<file path="config.mk">
export PLATFORM = sky130hd
export DESIGN_NAME = lad_dfe_selector
export DESIGN_NICKNAME = d
export VERILOG_FILES = /design/src/rtl/lad_pkg.sv /design/src/rtl/lad_rst_sync.sv /design/src/rtl/lad_pair_lookahead.sv /design/src/rtl/lad_pair_chain.sv /design/src/rtl/lad_dfe_selector.sv
export SDC_FILE = /design/constraint.sdc
export NUM_CORES = 1
export LEC_CHECK = 0
export BUFFER_PORTS_ARGS = -buffer_cell sky130_fd_sc_hd__buf_4
export CAP_MARGIN = 20
export CORE_MARGIN = 3
export CORE_UTILIZATION = 40
export CTS_BUF_LIST = sky130_fd_sc_hd__clkbuf_8 sky130_fd_sc_hd__clkbuf_16
export CTS_CLUSTER_DIAMETER = 150
export DETAILED_ROUTE_END_ITERATION = 7
export HOLD_SLACK_MARGIN = 0.1
export PLACE_DENSITY = 0.69
export SYNTH_ARGS = -nofsm -noshare
export SYNTH_HDL_FRONTEND = slang
export SYNTH_SLANG_ARGS = --single-unit
</file>
<file path="constraint.sdc">
create_clock -name clk -period 0.8 [get_ports clk]
set_clock_uncertainty 0.05 [all_clocks]
set_input_delay 0.16 -clock clk [delete_from_list [all_inputs] [get_ports clk]]
set_output_delay 0.16 -clock clk [all_outputs]
set_load 0.005 [all_outputs]
</file>
<file path="src/rtl/lad_pkg.sv">
package lad_pkg;
  // Both resolutions of a symbol pair; bit 0 is the earlier symbol.
  typedef struct packed {
    logic [1:0] if_one;   // prior bit was 1
    logic [1:0] if_zero;  // prior bit was 0
  } pair_opts_t;
endpackage

</file>
<file path="src/rtl/lad_rst_sync.sv">
module lad_rst_sync (
  input  logic clk,
  input  logic rst_n,
  output logic rst_sync_n
);
  logic [1:0] sync_q;

  always_ff @(posedge clk or negedge rst_n) begin
    if (!rst_n) sync_q <= 2'b00;
    else        sync_q <= {sync_q[0], 1'b1};
  end

  assign rst_sync_n = sync_q[1];
endmodule

</file>
<file path="src/rtl/lad_pair_lookahead.sv">
module lad_pair_lookahead
  import lad_pkg::*;
(
  input  logic       c0_early,
  input  logic       c1_early,
  input  logic       c0_late,
  input  logic       c1_late,
  output pair_opts_t opts
);
  logic early_if_zero, early_if_one;

  always_comb begin
    early_if_zero = c0_early;
    early_if_one  = c1_early;
    opts.if_zero  = {(early_if_zero ? c1_late : c0_late), early_if_zero};
    opts.if_one   = {(early_if_one  ? c1_late : c0_late), early_if_one};
  end
endmodule

</file>
<file path="src/rtl/lad_pair_chain.sv">
module lad_pair_chain
  import lad_pkg::*;
#(
  parameter int PAIRS = 2
) (
  input  logic                     prev_bit,
  input  pair_opts_t [PAIRS-1:0]   opts,
  output logic [2*PAIRS-1:0]       word
);
  logic [PAIRS-1:0] pair_prev;

  for (genvar p = 0; p < PAIRS; p++) begin : g_sel
    if (p == 0) begin : g_head
      assign pair_prev[p] = prev_bit;
    end else begin : g_link
      assign pair_prev[p] = word[2*p-1];
    end
    assign word[2*p +: 2] = pair_prev[p] ? opts[p].if_one : opts[p].if_zero;
  end
endmodule

</file>
<file path="src/rtl/lad_dfe_selector.sv">
module lad_dfe_selector
  import lad_pkg::*;
#(
  parameter int WORD_BITS = 4
) (
  input  logic                 clk,
  input  logic                 rst_n,
  input  logic [WORD_BITS-1:0] cand0,
  input  logic [WORD_BITS-1:0] cand1,
  input  logic                 in_valid,
  output logic [WORD_BITS-1:0] bits,
  output logic                 out_valid
);
  localparam int PAIRS = WORD_BITS / 2;

  initial begin
    assert (WORD_BITS % 2 == 0 && WORD_BITS >= 2)
      else $error("WORD_BITS must be even and at least 2");
  end

  logic rst_s_n;
  lad_rst_sync u_rst (.clk(clk), .rst_n(rst_n), .rst_sync_n(rst_s_n));

  // Look-ahead precompute, one independent unit per pair
  pair_opts_t [PAIRS-1:0] pre_opts;
  for (genvar p = 0; p < PAIRS; p++) begin : g_pre
    lad_pair_lookahead u_la (
      .c0_early(cand0[2*p]),   .c1_early(cand1[2*p]),
      .c0_late (cand0[2*p+1]), .c1_late (cand1[2*p+1]),
      .opts    (pre_opts[p])
    );
  end

  // Look-ahead hold stage
  pair_opts_t [PAIRS-1:0] stg_opts_q, stg_opts_d;
  logic                   stg_vld_q, stg_vld_d;

  always_comb begin
    stg_vld_d  = in_valid;
    stg_opts_d = in_valid ? pre_opts : stg_opts_q;
  end

  always_ff @(posedge clk or negedge rst_s_n) begin
    if (!rst_s_n) begin
      stg_vld_q  <= 1'b0;
      stg_opts_q <= '0;
    end else begin
      stg_vld_q  <= stg_vld_d;
      stg_opts_q <= stg_opts_d;
    end
  end

  // Selection chain closed through the history bit
  logic                 fb_q, fb_d;
  logic [WORD_BITS-1:0] sel_word;

  lad_pair_chain #(.PAIRS(PAIRS)) u_chain (
    .prev_bit(fb_q),
    .opts    (stg_opts_q),
    .word    (sel_word)
  );

  logic [WORD_BITS-1:0] bits_q, bits_d;
  logic                 ov_q, ov_d;

  always_comb begin
    ov_d   = stg_vld_q;
    bits_d = stg_vld_q ? sel_word : bits_q;
    fb_d   = stg_vld_q ? sel_word[WORD_BITS-1] : fb_q;
  end

  always_ff @(posedge clk or negedge rst_s_n) begin
    if (!rst_s_n) begin
      ov_q   <= 1'b0;
      bits_q <= '0;
      fb_q   <= 1'b0;
    end else begin
      ov_q   <= ov_d;
      bits_q <= bits_d;
      fb_q   <= fb_d;
    end
  end

  assign bits      = bits_q;
  assign out_valid = ov_q;

  // fixed two-cycle latency for valid words
  a_r4_valid_latency: assert property (@(posedge clk) disable iff (!rst_s_n)
    in_valid |-> ##2 out_valid);
  // idle inputs yield idle outputs
  a_r5_idle_no_output: assert property (@(posedge clk) disable iff (!rst_s_n)
    !in_valid |-> ##2 !out_valid);
  // history untouched when the hold stage carries no word
  a_r5_history_hold: assert property (@(posedge clk) disable iff (!rst_s_n)
    !stg_vld_q |=> $stable(fb_q));
  // history always equals the newest bit of the last output word
  a_r3_history_tracks: assert property (@(posedge clk) disable iff (!rst_s_n)
    out_valid |-> (fb_q == bits[WORD_BITS-1]));
  // nothing leaves the block in the first cycle after reset release
  a_r1_reset_idle: assert property (@(posedge clk) disable iff (!rst_s_n)
    $rose(rst_s_n) |-> !out_valid);
endmodule

</file>
# == Yosys cells after proc, flatten, opt, wreduce, memory -nomap -nowiden ==
# Index checks and enable logic that the tools add are counted.
# op_classes
mux,6
# op_table
cell,count
1-bit 2-to-1 mux,4
2-bit 2-to-1 mux,2
# word_totals
register_bits,17
output_inout_bits,5
word_cells,15

# == Depth between registers and ports, before layout ==
# depth
word_depth,2
depth_mapped,3

# == Modules after synthesis ==
# From an unflattened synthesis, not the netlist that was laid out.
# unflattened
hier_cells,44
area_unflattened_um2,721.9
# by_module_without_submodules
module,n_inst,seq_area_each_um2,cells_each,area_per_inst_um2
lad_dfe_selector,1,350.3,28,534.3
lad_pair_lookahead,2,0.0,4,41.3
lad_rst_sync,1,50.0,3,53.8
lad_pair_chain,1,0.0,5,51.3

# == Worst setup path after synthesis ==
# Ideal clock, no wire load.
# synth_path
path_type,register to register
start,register fb_q
end,register bits_q[2] (netlist: bits[2])
required_ps,617
path_slack_ps,-345
path_stages_with_launch,4
synth_period_minus_slack_ps,1145
setup_time_ps,133
arrival_ps,962
cell_sequence,dfrtp_1 > mux2i_2 > mux2i_1 > a21oi_1
# synth_via
elab_chain_cells,2
# synth_lines
element,line_no,source
from (decl),lad_dfe_selector.sv:54,"logic fb_q, fb_d;"
from (signal assigned),lad_dfe_selector.sv:76,fb_q <= 1'b0;
from (signal assigned),lad_dfe_selector.sv:80,fb_q <= fb_d;
2-bit 2-to-1 mux (2 in a row),lad_pair_chain.sv:18,assign word[2*p +: 2] = pair_prev[p] ? opts[p].if_one : opts[p].if_zero;
to (signal assigned),lad_dfe_selector.sv:79,bits_q <= bits_d;
to (decl),lad_dfe_selector.sv:63,"logic [WORD_BITS-1:0] bits_q, bits_d;"
# Every way passes these cells.
# A chain may end at the register's enable or synchronous reset.

# == Final worst setup path ==
# layout_path
start,register fb_q
end,register fb_q
# layout_via
elab_chain_cells,2
# layout_lines
element,line_no
2-bit 2-to-1 mux (2 in a row),lad_pair_chain.sv:18
# Every way passes these cells.

==> results.cfg <==
[status]
status = complete, but fails checks
failed_checks = setup timing

[sta]
rsz0062_at_grt = yes
fin_crit_sh_pct = 145.5
setup_viol = 9
fin_crit_ps = 1164
max_clock_freq_ghz = 0.8593
drv_slew = 0
hold_viol_final = 0
layout_setup_ws_ps = -363.7

[route]
drtIter0Drc = 10
viasPerCell = 4.919
final_antenna_net_count = 0
num_vias = 423
drc_errors = 0
wire_per_inst_um = 11.81
top_layer = met4
wl_met3_um = 63
wl_met2_um = 480
wl_met1_um = 466
drt_pass1_iterations = 4
wirelength_um = 1016

[cells_and_area]
seq_area_um2 = 400.4
areaGrowthSynthToFinish_pct = 39.80
multi_input_area_um2 = 211.5
final_cell_area_um2 = 865.8
final_layout_size_suffix_gt1_share_pct = 42.25
nets = 84
n_fill_cell = 114
antenna_cells = 0
final_cells = 86

[setup_path]
path_class = reg -> reg
r2r_start = fb_q$_DFFE_PN0P_
cp-start-kind = flop
critPathRequiredTime_ps = 870
cp_max_fo = 3
cp-end-kind = flop
r2r-end = fb_q$_DFFE_PN0P_
crit_arrival_ps = 1230
r2r_setup_slack_ps = -360
reg2reg_depth = 3

[global_route]
grt_use_total_pct = 11.82
overflow = 0
grt_first_pass_wirelength_um = 1697
grt_pass1_vias = 393
grt_start_max_net_pins = 10
antenna_found_initial = 0

[cts]
cts_root_buf = clkbuf_8
cts_tree = yes
clock_latency_ps = 240
htreeDepth = 1
cts.sinks = 16
cts_buffer_depth = 2
clkTransAtPathRegs_ps = 60
cts-buffers-inserted = 3

[placed_design]
gp_congestion = 0.6885
io_buffers = 15
placed_cells = 80
placed_area_um2 = 772.0
dp_hpwl_um = 782
place_ws_ps = -338.0

[die]
io_pins = 16
die_area_um2 = 2057
start_util_pct = 44.80
core-area_um2 = 1383
die_w_um = 45.35
rows = 13
die_h_um = 45.35

[pwr]
ir_drop_uv = 2011
leakage_nw = 0.4111
p_seq_share_pct = 50.9
p_switching_mw = 0.4269
clkPwrFrac_pct = 29.7
switching_share_pct = 22.42
combPwrFrac_pct = 19.4
p_int_mw = 1.477
power_density_nw_per_um2 = 2199

[yosys]
synth_cell_types = 10
ys_seq_area_share_pct = 64.65
synth-seq-cells = 16
syn_inst = 48
yosys_warnings = 0
synth_area_um2 = 619.3
avgSynthCellArea_um2 = 12.90
syn-num-nets = 59

[hold_path]
hold_path_class = reg -> async

[flow_run]
maxCapViolCount = 0
worst max-delay path: stages, from the launching register on:
cell,delay [ps]
dfrtp_1,400
mux2i_4,280
mux2i_1,230
a21oi_1,80
synth_stat cells:
library cell | instances | area [um2]
conb_1 | 1 | 3.750
nor2_1 | 8 | 30.03
dfrtp_1 | 16 | 400.4
mux2i_2 | 1 | 13.76
buf_2 | 1 | 5.000
mux2_2 | 4 | 45.04
mux2i_1 | 7 | 70.07
buf_4 | 1 | 7.510
a21oi_1 | 8 | 40.04
clkbuf_1 | 1 | 3.750
flip-flops by register name, indices dropped and copies added, names as in the netlist:
signal and count:
bits 3, fb_q 1, out_valid 1, ov_d 1, stg_opts_q 8, u_rst.sync_q 2
power groups by stage:
stage | combinational [mW] | clock [mW] | sequential, mW
2_1_floorplan | 0.152 | 0 | 0.971
3_3_place_gp | 0.300 | 0 | 0.966
3_5_place_dp | 0.305 | 0 | 0.969
4_1_cts | 0.340 | 0.582 | 0.963
5_1_grt | 0.408 | 0.608 | 0.981
6_report | 0.369 | 0.566 | 0.970
how the worst max path moves through the flow:
stage,slack (ps),startpoint,cells past startpoint,endpoint
3_3_place_gp,-310,fb_q$_DFFE_PN0P_,3,bits[2]$_DFFE_PN0P_
4_1_cts,-360,fb_q$_DFFE_PN0P_,3,fb_q$_DFFE_PN0P_
6_report,-360,fb_q$_DFFE_PN0P_,3,fb_q$_DFFE_PN0P_
3_5_place_dp,-340,fb_q$_DFFE_PN0P_,3,fb_q$_DFFE_PN0P_
5_1_grt,-420,fb_q$_DFFE_PN0P_,3,fb_q$_DFFE_PN0P_
2_1_floorplan,-340,fb_q$_DFFE_PN0P_,3,bits[2]$_DFFE_PN0P_
repair_timing:
action | in CTS | in global routing
hold buffers | 1 | 0
resized for setup | 4 | 2
buffers inserted | 1 | 1
pin swaps | 0 | 1
hold endpoints to repair | 2 | 0
endpoints found under the setup margin | 9 | 13
logic make-up (layout without fill, tap and decap cells):
logic type      Yosys count  after routing  share of synthesized area [%]
mux                      12             12                          20.81
flops                    16             16                          64.65
compound gates            8              8                          6.465
buf+inv                   3             26                          2.625
other cells               1              1                         0.6055
simple gates              8              8                          4.849
cells in the final DEF, fill, tap and decap left out:
master         count
nor2_1             8
mux2_2             4
mux2i_1            7
a21oi_1            8
clkbuf_8           3
mux2i_4            1
dlygate4sd3_1      1
dfrtp_1           16
buf_4             17
buf_6              5
conb_1             1
per-stage QoR:
step           setup TNS, ps  hold WS [ps]  power, mW  utilization, %
3_3_place_gp          -936.1        -107.9      1.266           55.84
5_1_grt                -2568         117.6      1.997           62.62
2_1_floorplan         -866.9        -185.6      1.123               -
6_report               -2136         108.9      1.904           62.62
4_1_cts                -2038         110.3      1.884           61.18
3_5_place_dp           -1013        -106.5      1.274           55.84
layout make-up:
cell class	instances	share of cell area (%)
clock buffer	3	4.769
tap	15	2.168
timing repair buffer	23	22.40
multi-input combinational	29	24.42
sequential	16	46.24
routing by layer:
metal  global-route usage [%]  vias up
li1                         -      207
met1                    15.38      201
met2                    17.23       13
met3                    5.976        2
met4                    3.509        0
met5                        0        -
No activity file was read; power rests on OpenSTA's default activity.
